<file path="src/rtl/sar_cf_pkg.sv">
package sar_cf_pkg;

   typedef enum logic {
      ST_IDLE = 1'b0,
      ST_FINE = 1'b1
   } cf_state_e;

endpackage

</file>
<file path="src/rtl/sar_cf_watchdog.sv">
module sar_cf_watchdog #(
   parameter int LIMIT = 8
) (
   input  logic clk,
   input  logic rst_n,
   input  logic run,
   input  logic clr,
   output logic expire
);

   generate
      if (LIMIT > 0) begin : g_count
         localparam int CNT_W = $clog2(LIMIT + 1);
         logic [CNT_W-1:0] cnt_q;

         always_ff @(posedge clk or negedge rst_n) begin
            if (!rst_n)             cnt_q <= '0;
            else if (!run || clr)   cnt_q <= '0;
            else                    cnt_q <= cnt_q + CNT_W'(1);
         end

         assign expire = run && (cnt_q == CNT_W'(LIMIT - 1));
      end else begin : g_off
         assign expire = 1'b0;
      end
   endgenerate

endmodule

</file>
<file path="src/rtl/sar_cf_fine_ctrl.sv">
module sar_cf_fine_ctrl
   import sar_cf_pkg::*;
#(
   parameter int FINE_N = 6
) (
   input  logic              clk,
   input  logic              rst_n,
   input  logic              start,
   input  logic              cmp_valid,
   input  logic              cmp_dec,
   input  logic              expire,
   output logic              busy,
   output logic [FINE_N-1:0] trial,
   output logic [FINE_N-1:0] keep,
   output logic              finish,
   output logic [FINE_N-1:0] final_bits
);

   localparam int IDX_W = (FINE_N > 1) ? $clog2(FINE_N) : 1;

   cf_state_e         st_q;
   logic [IDX_W-1:0]  idx_q;
   logic [FINE_N-1:0] keep_q;
   logic [FINE_N-1:0] taken;
   logic              last;

   assign busy  = (st_q == ST_FINE);
   assign trial = busy ? (FINE_N'(1) << (FINE_N - 1 - int'(idx_q))) : '0;
   assign taken = keep_q | (cmp_dec ? trial : '0);
   assign last  = (idx_q == IDX_W'(FINE_N - 1));

   assign finish     = busy && (cmp_valid ? last : expire);
   assign final_bits = cmp_valid ? taken : keep_q;
   assign keep       = keep_q;

   always_ff @(posedge clk or negedge rst_n) begin
      if (!rst_n) begin
         st_q   <= ST_IDLE;
         idx_q  <= '0;
         keep_q <= '0;
      end else begin
         case (st_q)
            ST_IDLE: begin
               if (start) begin
                  st_q   <= ST_FINE;
                  idx_q  <= '0;
                  keep_q <= '0;
               end
            end
            default: begin
               if (cmp_valid) begin
                  keep_q <= taken;
                  idx_q  <= idx_q + IDX_W'(1);
                  if (last) st_q <= ST_IDLE;
               end else if (expire) begin
                  st_q <= ST_IDLE;
               end
            end
         endcase
      end
   end

endmodule

</file>
<file path="src/rtl/sar_cf_merge.sv">
module sar_cf_merge #(
   parameter int                        COARSE_W     = 4,
   parameter int                        FINE_N       = 6,
   parameter int                        WGT_W        = 6,
   parameter logic [FINE_N*WGT_W-1:0]   FINE_WEIGHTS = '0,
   parameter int                        SEG_UNITS    = 16,
   parameter int                        OFFSET       = 8,
   parameter bit                        SATURATE     = 1'b1,
   parameter int                        OUT_W        = 8
) (
   input  logic [COARSE_W-1:0] coarse,
   input  logic [FINE_N-1:0]   bits,
   output logic [OUT_W-1:0]    code
);

   localparam int SUM_W = OUT_W + WGT_W + 2;
   localparam logic [SUM_W-1:0] TOP_CODE = SUM_W'((1 << OUT_W) - 1);

   logic [SUM_W-1:0] raw;

   always_comb begin
      raw = SUM_W'(coarse) * SUM_W'(SEG_UNITS);
      for (int k = 0; k < FINE_N; k++) begin
         if (bits[k]) raw = raw + SUM_W'(FINE_WEIGHTS[k*WGT_W +: WGT_W]);
      end
      raw = raw - SUM_W'(OFFSET);
   end

   generate
      if (SATURATE) begin : g_sat
         assign code = raw[SUM_W-1]      ? '0 :
                       (raw > TOP_CODE)  ? '1 : raw[OUT_W-1:0];
      end else begin : g_wrap
         assign code = raw[OUT_W-1:0];
      end
   endgenerate

endmodule

</file>
<file path="src/rtl/sar_cf_combiner.sv">
module sar_cf_combiner
   import sar_cf_pkg::*;
#(
   parameter int                      COARSE_W     = 4,
   parameter int                      FINE_N       = 6,
   parameter int                      WGT_W        = 6,
   parameter logic [FINE_N*WGT_W-1:0] FINE_WEIGHTS = {6'd16, 6'd8, 6'd8, 6'd4, 6'd2, 6'd1},
   parameter int                      SEG_UNITS    = 16,
   parameter int                      OFFSET       = 8,
   parameter int                      TIMEOUT      = 8,
   parameter bit                      SATURATE     = 1'b1,
   localparam int                     OUT_W        = COARSE_W + $clog2(SEG_UNITS)
) (
   input  logic                clk,
   input  logic                rst_n,
   input  logic                start,
   input  logic [COARSE_W-1:0] coarse_code,
   output logic                cmp_req,
   input  logic                cmp_valid,
   input  logic                cmp_dec,
   output logic [FINE_N-1:0]   dac_ctrl,
   output logic                result_valid,
   output logic [OUT_W-1:0]    result
);

   function automatic int wt(input int k);
      return int'(FINE_WEIGHTS[k*WGT_W +: WGT_W]);
   endfunction

   function automatic int lower_sum(input int k);
      int s = 0;
      for (int j = 0; j < k; j++) s += wt(j);
      return s;
   endfunction

   // Elaboration-time parameter checks
   generate
      for (genvar k = 0; k < FINE_N; k++) begin : g_cover
         if (wt(k) > lower_sum(k) + 1) begin : g_gap
            $error("fine weight at bit %0d leaves a gap the later steps cannot fill", k);
         end
      end
      if (lower_sum(FINE_N) + 1 < SEG_UNITS + 2 * OFFSET) begin : g_range
         $error("fine range too narrow for segment plus overlap");
      end
      if ((SEG_UNITS & (SEG_UNITS - 1)) != 0) begin : g_seg
         $error("SEG_UNITS must be a power of two");
      end
   endgenerate

   logic                busy, finish, expire;
   logic [FINE_N-1:0]   trial, keep, final_bits;
   logic [COARSE_W-1:0] coarse_q;
   logic [OUT_W-1:0]    merged;
   logic                rv_q;
   logic [OUT_W-1:0]    res_q;

   sar_cf_watchdog #(.LIMIT(TIMEOUT)) u_wdog (
      .clk    (clk),
      .rst_n  (rst_n),
      .run    (busy),
      .clr    (cmp_valid),
      .expire (expire)
   );

   sar_cf_fine_ctrl #(.FINE_N(FINE_N)) u_ctrl (
      .clk        (clk),
      .rst_n      (rst_n),
      .start      (start),
      .cmp_valid  (cmp_valid),
      .cmp_dec    (cmp_dec),
      .expire     (expire),
      .busy       (busy),
      .trial      (trial),
      .keep       (keep),
      .finish     (finish),
      .final_bits (final_bits)
   );

   sar_cf_merge #(
      .COARSE_W     (COARSE_W),
      .FINE_N       (FINE_N),
      .WGT_W        (WGT_W),
      .FINE_WEIGHTS (FINE_WEIGHTS),
      .SEG_UNITS    (SEG_UNITS),
      .OFFSET       (OFFSET),
      .SATURATE     (SATURATE),
      .OUT_W        (OUT_W)
   ) u_merge (
      .coarse (coarse_q),
      .bits   (final_bits),
      .code   (merged)
   );

   always_ff @(posedge clk or negedge rst_n) begin
      if (!rst_n) begin
         coarse_q <= '0;
         rv_q     <= 1'b0;
         res_q    <= '0;
      end else begin
         if (start && !busy) coarse_q <= coarse_code;
         rv_q <= finish;
         if (finish) res_q <= merged;
      end
   end

   assign cmp_req      = busy;
   assign dac_ctrl     = keep | trial;
   assign result_valid = rv_q;
   assign result       = res_q;

endmodule

</file>
<file path="config.mk">
export PLATFORM = sky130hd
export DESIGN_NAME = sar_cf_combiner
export DESIGN_NICKNAME = d
export VERILOG_FILES = /design/src/rtl/sar_cf_pkg.sv /design/src/rtl/sar_cf_watchdog.sv /design/src/rtl/sar_cf_fine_ctrl.sv /design/src/rtl/sar_cf_merge.sv /design/src/rtl/sar_cf_combiner.sv
export SDC_FILE = /design/constraint.sdc
export NUM_CORES = 1
export LEC_CHECK = 0
export ABC_AREA = 1
export BUFFER_PORTS_ARGS = -buffer_cell sky130_fd_sc_hd__buf_2
export CAP_MARGIN = 20
export CELL_PAD_IN_SITES_DETAIL_PLACEMENT = 1
export CELL_PAD_IN_SITES_GLOBAL_PLACEMENT = 1
export CORE_MARGIN = 5
export CORE_UTILIZATION = 35
export DETAILED_ROUTE_END_ITERATION = 7
export MAX_ROUTING_LAYER = met4
export PLACE_DENSITY_LB_ADDON = 0.1
export SYNTH_ARGS = -nofsm -noshare
export SYNTH_HDL_FRONTEND = slang
export SYNTH_HIERARCHICAL = 1
export SYNTH_SLANG_ARGS = --single-unit
</file>
<file path="constraint.sdc">
create_clock -name clk -period 4.35 [get_ports clk]
set_clock_uncertainty 0.1 [all_clocks]
set_input_delay 0.87 -clock clk [delete_from_list [all_inputs] [get_ports clk]]
set_output_delay 0.87 -clock clk [all_outputs]
set_load 0.05 [all_outputs]
</file>
==> metrics.txt, run 1 <==
area of placed instances=2140 µm²; total number of clock tree sinks=27; Syn Std Cell Area=1960 µm²; clk_lat worst skew=0.27 ns; Min-Delay Path Depth=1; top fanout value on the critical path=8; critical register-to-register path startpoint=u_ctrl/idx_q[1]$_DFFE_PN0P_; Die Area=7190 µm²; number of distinct library cells after synthesis=29; count of placed standard cells in the final layout, fillers left out=375; post-synthesis cell type with the largest combined area=dfrtp_1; Worst setup SP type=flip-flop; count of endpoints failing hold in the final timing report=0; proportion of netlist area held by the largest area contributor=34.5%; final critical-path share of the clock period=82.7%; TritonCTS buffer count=3; cells after synthesis=278; total of buffers placed on input and output ports=24; hold endpoint=u_wdog/g_count.cnt_q[0]$_DFF_PN0_; max-cap violation count=0; post-synthesis sequential element count=27; pwr/cell area=700 nW/µm²; post-DP HPWL=3.50 mm; routed length per placed instance=11.5 µm; Total Routing Usage GR=13.5%; post-layout net count=322; Min Clock Period, post-route=3.60 ns; clock root buffer master=clkbuf_8; Register-to-Register Setup Slack=0.75 ns; total of warnings raised by yosys=6; number of global-route vias before repair=1870; signal arrival time at the worst endpoint=3.62 ns; TritonCTS clock tree=built; highest attainable clock frequency=278 MHz; total inserted antenna cells=0; Setup TNS=0 ns; global route overflow=0; cell count after placement=371; Worst Tran Pin Value=0.626 ns; initial core utilization=35.8%; Clk pin slew, worst setup/hold paths=0.10 ns; DRC errors left=0; run status=complete, no violations; number of antenna violations at the first check in global routing=0; area delta synth->final=11.4%; FF+latch area=676 µm²; Setup Viol. Count Final=0; total vias in the final route=1728; initial detailed-routing violation count=47; type of the worst setup path=flip-flop to flip-flop; number of nets produced by synthesis=296; layout cells sized above 1=23.8%; weighted congestion at the end of routability-driven global placement=0.778; H-tree Lvls=1; post-cts hold buffer count=0; DIE HEIGHT=84.8 µm; required time at the endpoint of the critical path=4.38 ns; overall routed net length=4.32 mm; width of the die=84.8 µm; setup repair after global routing missed its margin=false; maximum number of pins on one net before global-route repair=28; max-slew violation count=0; Core Footprint=5470 µm²; IR Drop Worst-Case VDD=262 µV; cell types with the largest area share after synthesis=dfrtp_1 (34%), nand2_1 (12%), inv_1 (10%), nand3_1 (5.9%), ha_1 (5.7%); fraction of the yosys area taken by sequential cells=34.5%; post-route ant nets=0; Crit Reg-Reg Endpoint=result[4]$_DFFE_PN0P_; worst hold-check path type=flip-flop to flip-flop; Post-CTS Setup Bufs=0; Max transition margin=58.3%; leakage=0.00128 µW; Hold Crit Start=u_wdog/g_count.cnt_q[0]$_DFF_PN0_; number of optimization iterations in the first detailed-route pass=3; count of cells along the worst register-to-register path=21; synthesized area divided by synthesized cell count=7.05 µm²; number of cell rows=27; multi-input logic area=1010 µm²; Crit. End Element=flip-flop; post-cts resize count=0; fin area=2180 µm²; worst setup path start=u_ctrl/idx_q[1]$_DFFE_PN0P_; final-layout worst hold slack=0.360 ns; commonest non-fill, non-tap cell in the layout=nand2_1; commonest non-fill, non-tap cells in the layout=nand2_1 (65), inv_1 (53), dfrtp_1 (27); global-route wire length before repair=7.92 mm; I/O Pins=25; via count normalized by instance count=4.61; Bufs on Longest Clock Path=2; FILL cells=738
power by group:
part	switching [µW]	internal, µW
logic	693	301
clock network	79.9	64.2
registers	64.5	325
state kept, by name, summed over array words and instances (netlist names):
register	cells
coarse_q	4
result	8
u_wdog/g_count.cnt_q	4
u_ctrl/keep	6
u_ctrl/busy	1
u_ctrl/idx_q	3
result_valid	1
final cells by class:
| class | count | share of cell area, % |
|---|---|---|
| clock buffers | 3 | 1.89 |
| repair buffers | 25 | 5.85 |
| clock inverters | 1 | 0.229 |
| multi-input cells | 186 | 46.4 |
| flip-flops and latches | 27 | 31.0 |
| inverters | 61 | 10.6 |
| well taps | 72 | 4.13 |
worst max-delay path, cell delays in order, from the launching register on:
cell     delay (ns)
dfrtp_1        0.49
inv_1          0.13
ha_1           0.40
nor2_4         0.19
nand4_1        0.15
nand2_1        0.19
ha_1           0.28
inv_1          0.06
nand2_1        0.06
nand2_1        0.11
inv_1          0.05
ha_1           0.27
nand2_1        0.10
nand2_1        0.07
nor2_2         0.14
nand2_2        0.09
o21ai_4        0.21
nand3_1        0.09
nand2_1        0.07
inv_1          0.04
nand2_1        0.05
o21ai_0        0.09
per-stage QoR:
step	total power, µW	setup slack (ns)	utilization [%]
global placement	1390	0.804	39.0
detailed placement	1400	0.725	39.0
CTS	1560	0.728	39.9
global route	1700	0.358	39.9
finish	1530	0.754	39.9
floorplan	1210	1.19	-
worst max-delay path by stage:
| stage | end | slack, ns | cells past startpoint |
|---|---|---|---|
| CTS | result[4]$_DFFE_PN0P_ | 0.73 | 21 |
| detailed placement | result[4]$_DFFE_PN0P_ | 0.72 | 21 |
| global placement | result[4]$_DFFE_PN0P_ | 0.80 | 21 |
| global route | result[1]$_DFFE_PN0P_ | 0.36 | 21 |
| floorplan | result[0]$_DFFE_PN0P_ | 1.19 | 21 |
| finish | result[4]$_DFFE_PN0P_ | 0.75 | 21 |
metal layers:
layer  global-route usage, %  share of wire (%)
met5                       -                  0
met4                    2.59               0.60
met3                    1.84                1.3
met2                    24.3                 49
met1                    16.3                 49
cell usage after synthesis:
master    count
nand2_1      65
inv_1        53
dfrtp_1      27
nand3_1      23
nor2_1       21
a21oi_1      13
nand2_2      11
ha_1          9
o21ai_0       8
inv_2         7
or2_2         6
nand4_1       5
nor2_2        5
nand3_2       4
buf_6         3
a21oi_2       2
nand2_4       2
nor2_4        2
nor3_1        2
and2_1        1
buf_4         1
clkinv_2      1
nor3_4        1
o21ai_1       1
o21ai_2       1
o21ai_4       1
o21bai_1      1
o22ai_1       1
xnor2_1       1
cells by family (layout without fill, tap and decap cells):
family	after synthesis	count (layout)	share of synthesized area, %
buf+inv	65	90	13.9
xor+xnor	1	1	0.447
simple gates	148	148	37.0
flops	27	27	34.5
compound gates	28	28	8.49
fa+ha+maj	9	9	5.75
Power figures use the tool's default switching activity.
==> run 2, diff against run 1 <==
--- a/config.mk
+++ b/config.mk
@@ -5,7 +5,7 @@
 export SDC_FILE = /design/constraint.sdc
 export NUM_CORES = 1
 export LEC_CHECK = 0
-export ABC_AREA = 1
+export ABC_AREA = 0
 export BUFFER_PORTS_ARGS = -buffer_cell sky130_fd_sc_hd__buf_2
 export CAP_MARGIN = 20
 export CELL_PAD_IN_SITES_DETAIL_PLACEMENT = 1
==> constraint.sdc (replaced) <==
create_clock -name clk -period 2.91 [get_ports clk]
set_clock_uncertainty 0.1 [all_clocks]
set_input_delay 0.582 -clock clk [delete_from_list [all_inputs] [get_ports clk]]
set_output_delay 0.582 -clock clk [all_outputs]
set_load 0.05 [all_outputs]
==> metrics.txt, run 2 <==
run status=complete, but fails checks; violations in the final reports=setup timing; post-synthesis cell type with the largest combined area=dfrtp_1; prevailing post-synth register cell=dfrtp_1; final critical-path share of the clock period=122% (+40 points); Worst setup SP type=flip-flop; via count normalized by instance count=5.20 (+13%); total of buffers placed on input and output ports=24 (unchanged); initial core utilization=35.8% (-0.045 points); number of optimization iterations in the first detailed-route pass=4 (+1); type of the worst setup path=flip-flop to flip-flop; Clk pin slew, worst setup/hold paths=0.11 ns (about the same); total of warnings raised by yosys=6 (unchanged); top fanout value on the critical path=5 (-3); number of nets produced by synthesis=210 (-29%); I/O Pins=25 (unchanged); total inserted antenna cells=0 (unchanged); count leader, synth=dfrtp_1; adder-cell share of the synthesized area=5.38% (-0.36 points); maximum number of pins on one net before global-route repair=28 (unchanged); number of cell rows=28 (+3.7%); commonest non-fill, non-tap cell in the layout=buf_4; number of flip-flops under the largest register name=8 (unchanged); Worst Tran Pin Value=0.660 ns (+0.0336 ns); post-DP HPWL=4.58 mm (+31%); final-layout worst hold slack=0.219 ns (-0.141 ns); worst hold-check path type=input port to async pin; width of the die=87.3 µm (+2.9%); post-route ant nets=0 (unchanged); H-tree Lvls=1 (unchanged); Total Routing Usage GR=16.3% (+2.7 points); number of enable flip-flop cells after synthesis=0 (unchanged); total vias in the final route=1752 (+1.4%); Crit path buffers/inverters=1 (-3); initial detailed-routing violation count=47 (unchanged); family with the most delay on the worst path=compound AO/OA/AOI/OAI gates; multi-input logic area=1430 µm² (+42%); xor and xnor fraction of the mapped netlist area=5.38% (+4.9 points); number of antenna violations at the first check in global routing=0 (unchanged); weighted congestion at the end of routability-driven global placement=0.822 (+5.7%); fraction of the yosys area taken by sequential cells=32.3% (-2.2 points); post-synthesis sequential element count=27 (unchanged); Setup WS post-layout=-0.648 ns (-1.40 ns); async set-or-reset flop fraction in the synthesized netlist=100% (unchanged); Slowest cell on crit path=dfrtp_1; number of distinct library cells after synthesis=59 (+100%); Die Area=7620 µm² (+6.0%); count of endpoints failing hold in the final timing report=0 (unchanged); Min Clock Period, post-route=3.56 ns (-0.0376 ns); cells traversed along the worst timing path=inv_2 > ha_4 > or3b_4 > o21bai_4 > ha_4 > mux2_4 > ha_4 > a221oi_4 > o211a_1 > a2bb2oi_2 > o211ai_2 > o31a_1 > mux2_4; cells after synthesis=192 (-31%); post-layout net count=281 (-13%); crit-path max cell delay=0.42 ns (-0.07 ns); setup repair after global routing missed its margin=true; TritonCTS buffer count=3 (unchanged); Setup Viol. Count Final=8 (+8); main combinational cell family by area after synthesis=simple AND/OR/NAND/NOR gates; Post-Place Setup Slack=-0.641 ns (-1.37 ns); proportion of netlist area held by the largest area contributor=32.3% (-2.2 points); FF+latch area=677 µm² (+0.19%); Crit. End Element=flip-flop; global-route wire length before repair=9.56 mm (+21%); global route overflow=0 (unchanged); post-cts hold buffer count=0 (unchanged); highest attainable clock frequency=281 MHz (+1.1%); ranking of synthesized cells by instance count=dfrtp_1 (27), mux2_4 (12), nand2_1 (10); Syn Std Cell Area=2090 µm² (+6.8%); synthesized area divided by synthesized cell count=10.9 µm² (+55%); area delta synth->final=32.8%; DRC errors left=0 (unchanged); clock root buffer master=clkbuf_8; overall routed net length=5.67 mm (+31%); max-slew violation count=0 (unchanged); Max transition margin=56.0% (-2.2 points); total number of clock tree sinks=27 (unchanged); max-cap violation count=0 (unchanged); FILL cells=646 (-12%); most used cell, CP=ha_4; layout cells sized above 1=51.1% (+27 points); cell types with the largest area share after synthesis=dfrtp_1 (32%), mux2_4 (8.6%), ha_1 (5.4%), xnor2_1 (3.8%), o2bb2ai_2 (2.9%); Core Footprint=5850 µm² (+6.9%); mux share of post-synthesis cell area=12.1% (+12 points); TritonCTS clock tree=built; Post-CTS Setup Bufs=0 (unchanged); commonest non-fill, non-tap cells in the layout=buf_4 (47), dfrtp_1 (26), buf_2 (24); routed length per placed instance=16.8 µm (+46%); required time at the endpoint of the critical path=2.99 ns (-1.39 ns); complex-gate fraction of the synthesized area=19.6% (+11 points); signal arrival time at the worst endpoint=3.64 ns (+0.02 ns); area share of and/or/nand/nor cells after synthesis=20.4% (-17 points); DIE HEIGHT=87.3 µm (+2.9%); number of global-route vias before repair=1926 (+3.0%); Bufs on Longest Clock Path=2 (unchanged); clk_lat worst skew=0.28 ns (about the same)
==> run 2: final cells by class <==
class,count,share of cell area (%)
clock buffer,3,1.49
clock inverter,1,0.180
inverter,9,1.22
multi-input combinational,149,51.6
sequential,27,24.4
tap,75,3.38
timing repair buffer,73,17.8
==> run 2: cells by family (layout without fill, tap and decap cells) <==
logic type / count (synthesis) / after routing
AND/OR/NAND/NOR: 64 / 64
AO/OA/AOI/OAI: 45 / 45
flip-flops: 27 / 27
multiplexers: 19 / 19
buffers and inverters: 16 / 86
XOR/XNOR: 12 / 12
adder cells (fa/ha/maj): 9 / 9
==> run 2: path summary, 6_finish.rpt <==
kind / startpoint / end / slack, ns / cells after the start
worst min-delay path: rst_n / u_ctrl/idx_q[0]$_DFFE_PN0P_ / 0.22 / 1
worst max register to register: u_ctrl/idx_q[1]$_DFFE_PN0P_ / result[5]$_DFFE_PN0P_ / -0.65 / 13
worst min register to register: u_wdog/g_count.cnt_q[0]$_DFF_PN0_ / u_wdog/g_count.cnt_q[0]$_DFF_PN0_ / 0.37 / 1
worst max-delay path: u_ctrl/idx_q[1]$_DFFE_PN0P_ / result[5]$_DFFE_PN0P_ / -0.65 / 13
max in group asynchronous: rst_n / u_ctrl/busy$_DFF_PN0_ / 2.02 / 1
min in group clk: u_wdog/g_count.cnt_q[0]$_DFF_PN0_ / u_wdog/g_count.cnt_q[0]$_DFF_PN0_ / 0.37 / 1
==> run 2: layer usage <==
metal / vias to the layer above / global-route usage, % / routed length, µm
li1: 849 / - / -
met1: 877 / 18.4 / 2370
met2: 18 / 30.0 / 3130
met3: 8 / 1.99 / 78
met4: 0 / 4.04 / 87
met5: - / - / 0
==> run 2: what timing repair did <==
item | in CTS | in global routing
pin swaps | 3 | 4
endpoints found under the hold margin | 0 | 0
resized for setup | 2 | 10
setup endpoints to repair | 8 | 8
==> run 2: through the flow <==
step           TNS, ns  area, µm²  cells  util (%)
2_1_floorplan    -5.32       2160    192         -
3_3_place_gp     -4.13       2680    333      45.8
3_5_place_dp     -4.75       2680    333      45.8
4_1_cts          -4.81       2740    337      46.8
5_1_grt          -5.83       2780    337      47.5
6_report         -4.73       2780    337      47.5
Power of run 2 is left out: the tool's default activity adds up to more than one toggle a clock period on the data nets, which glitch-free logic cannot reach.
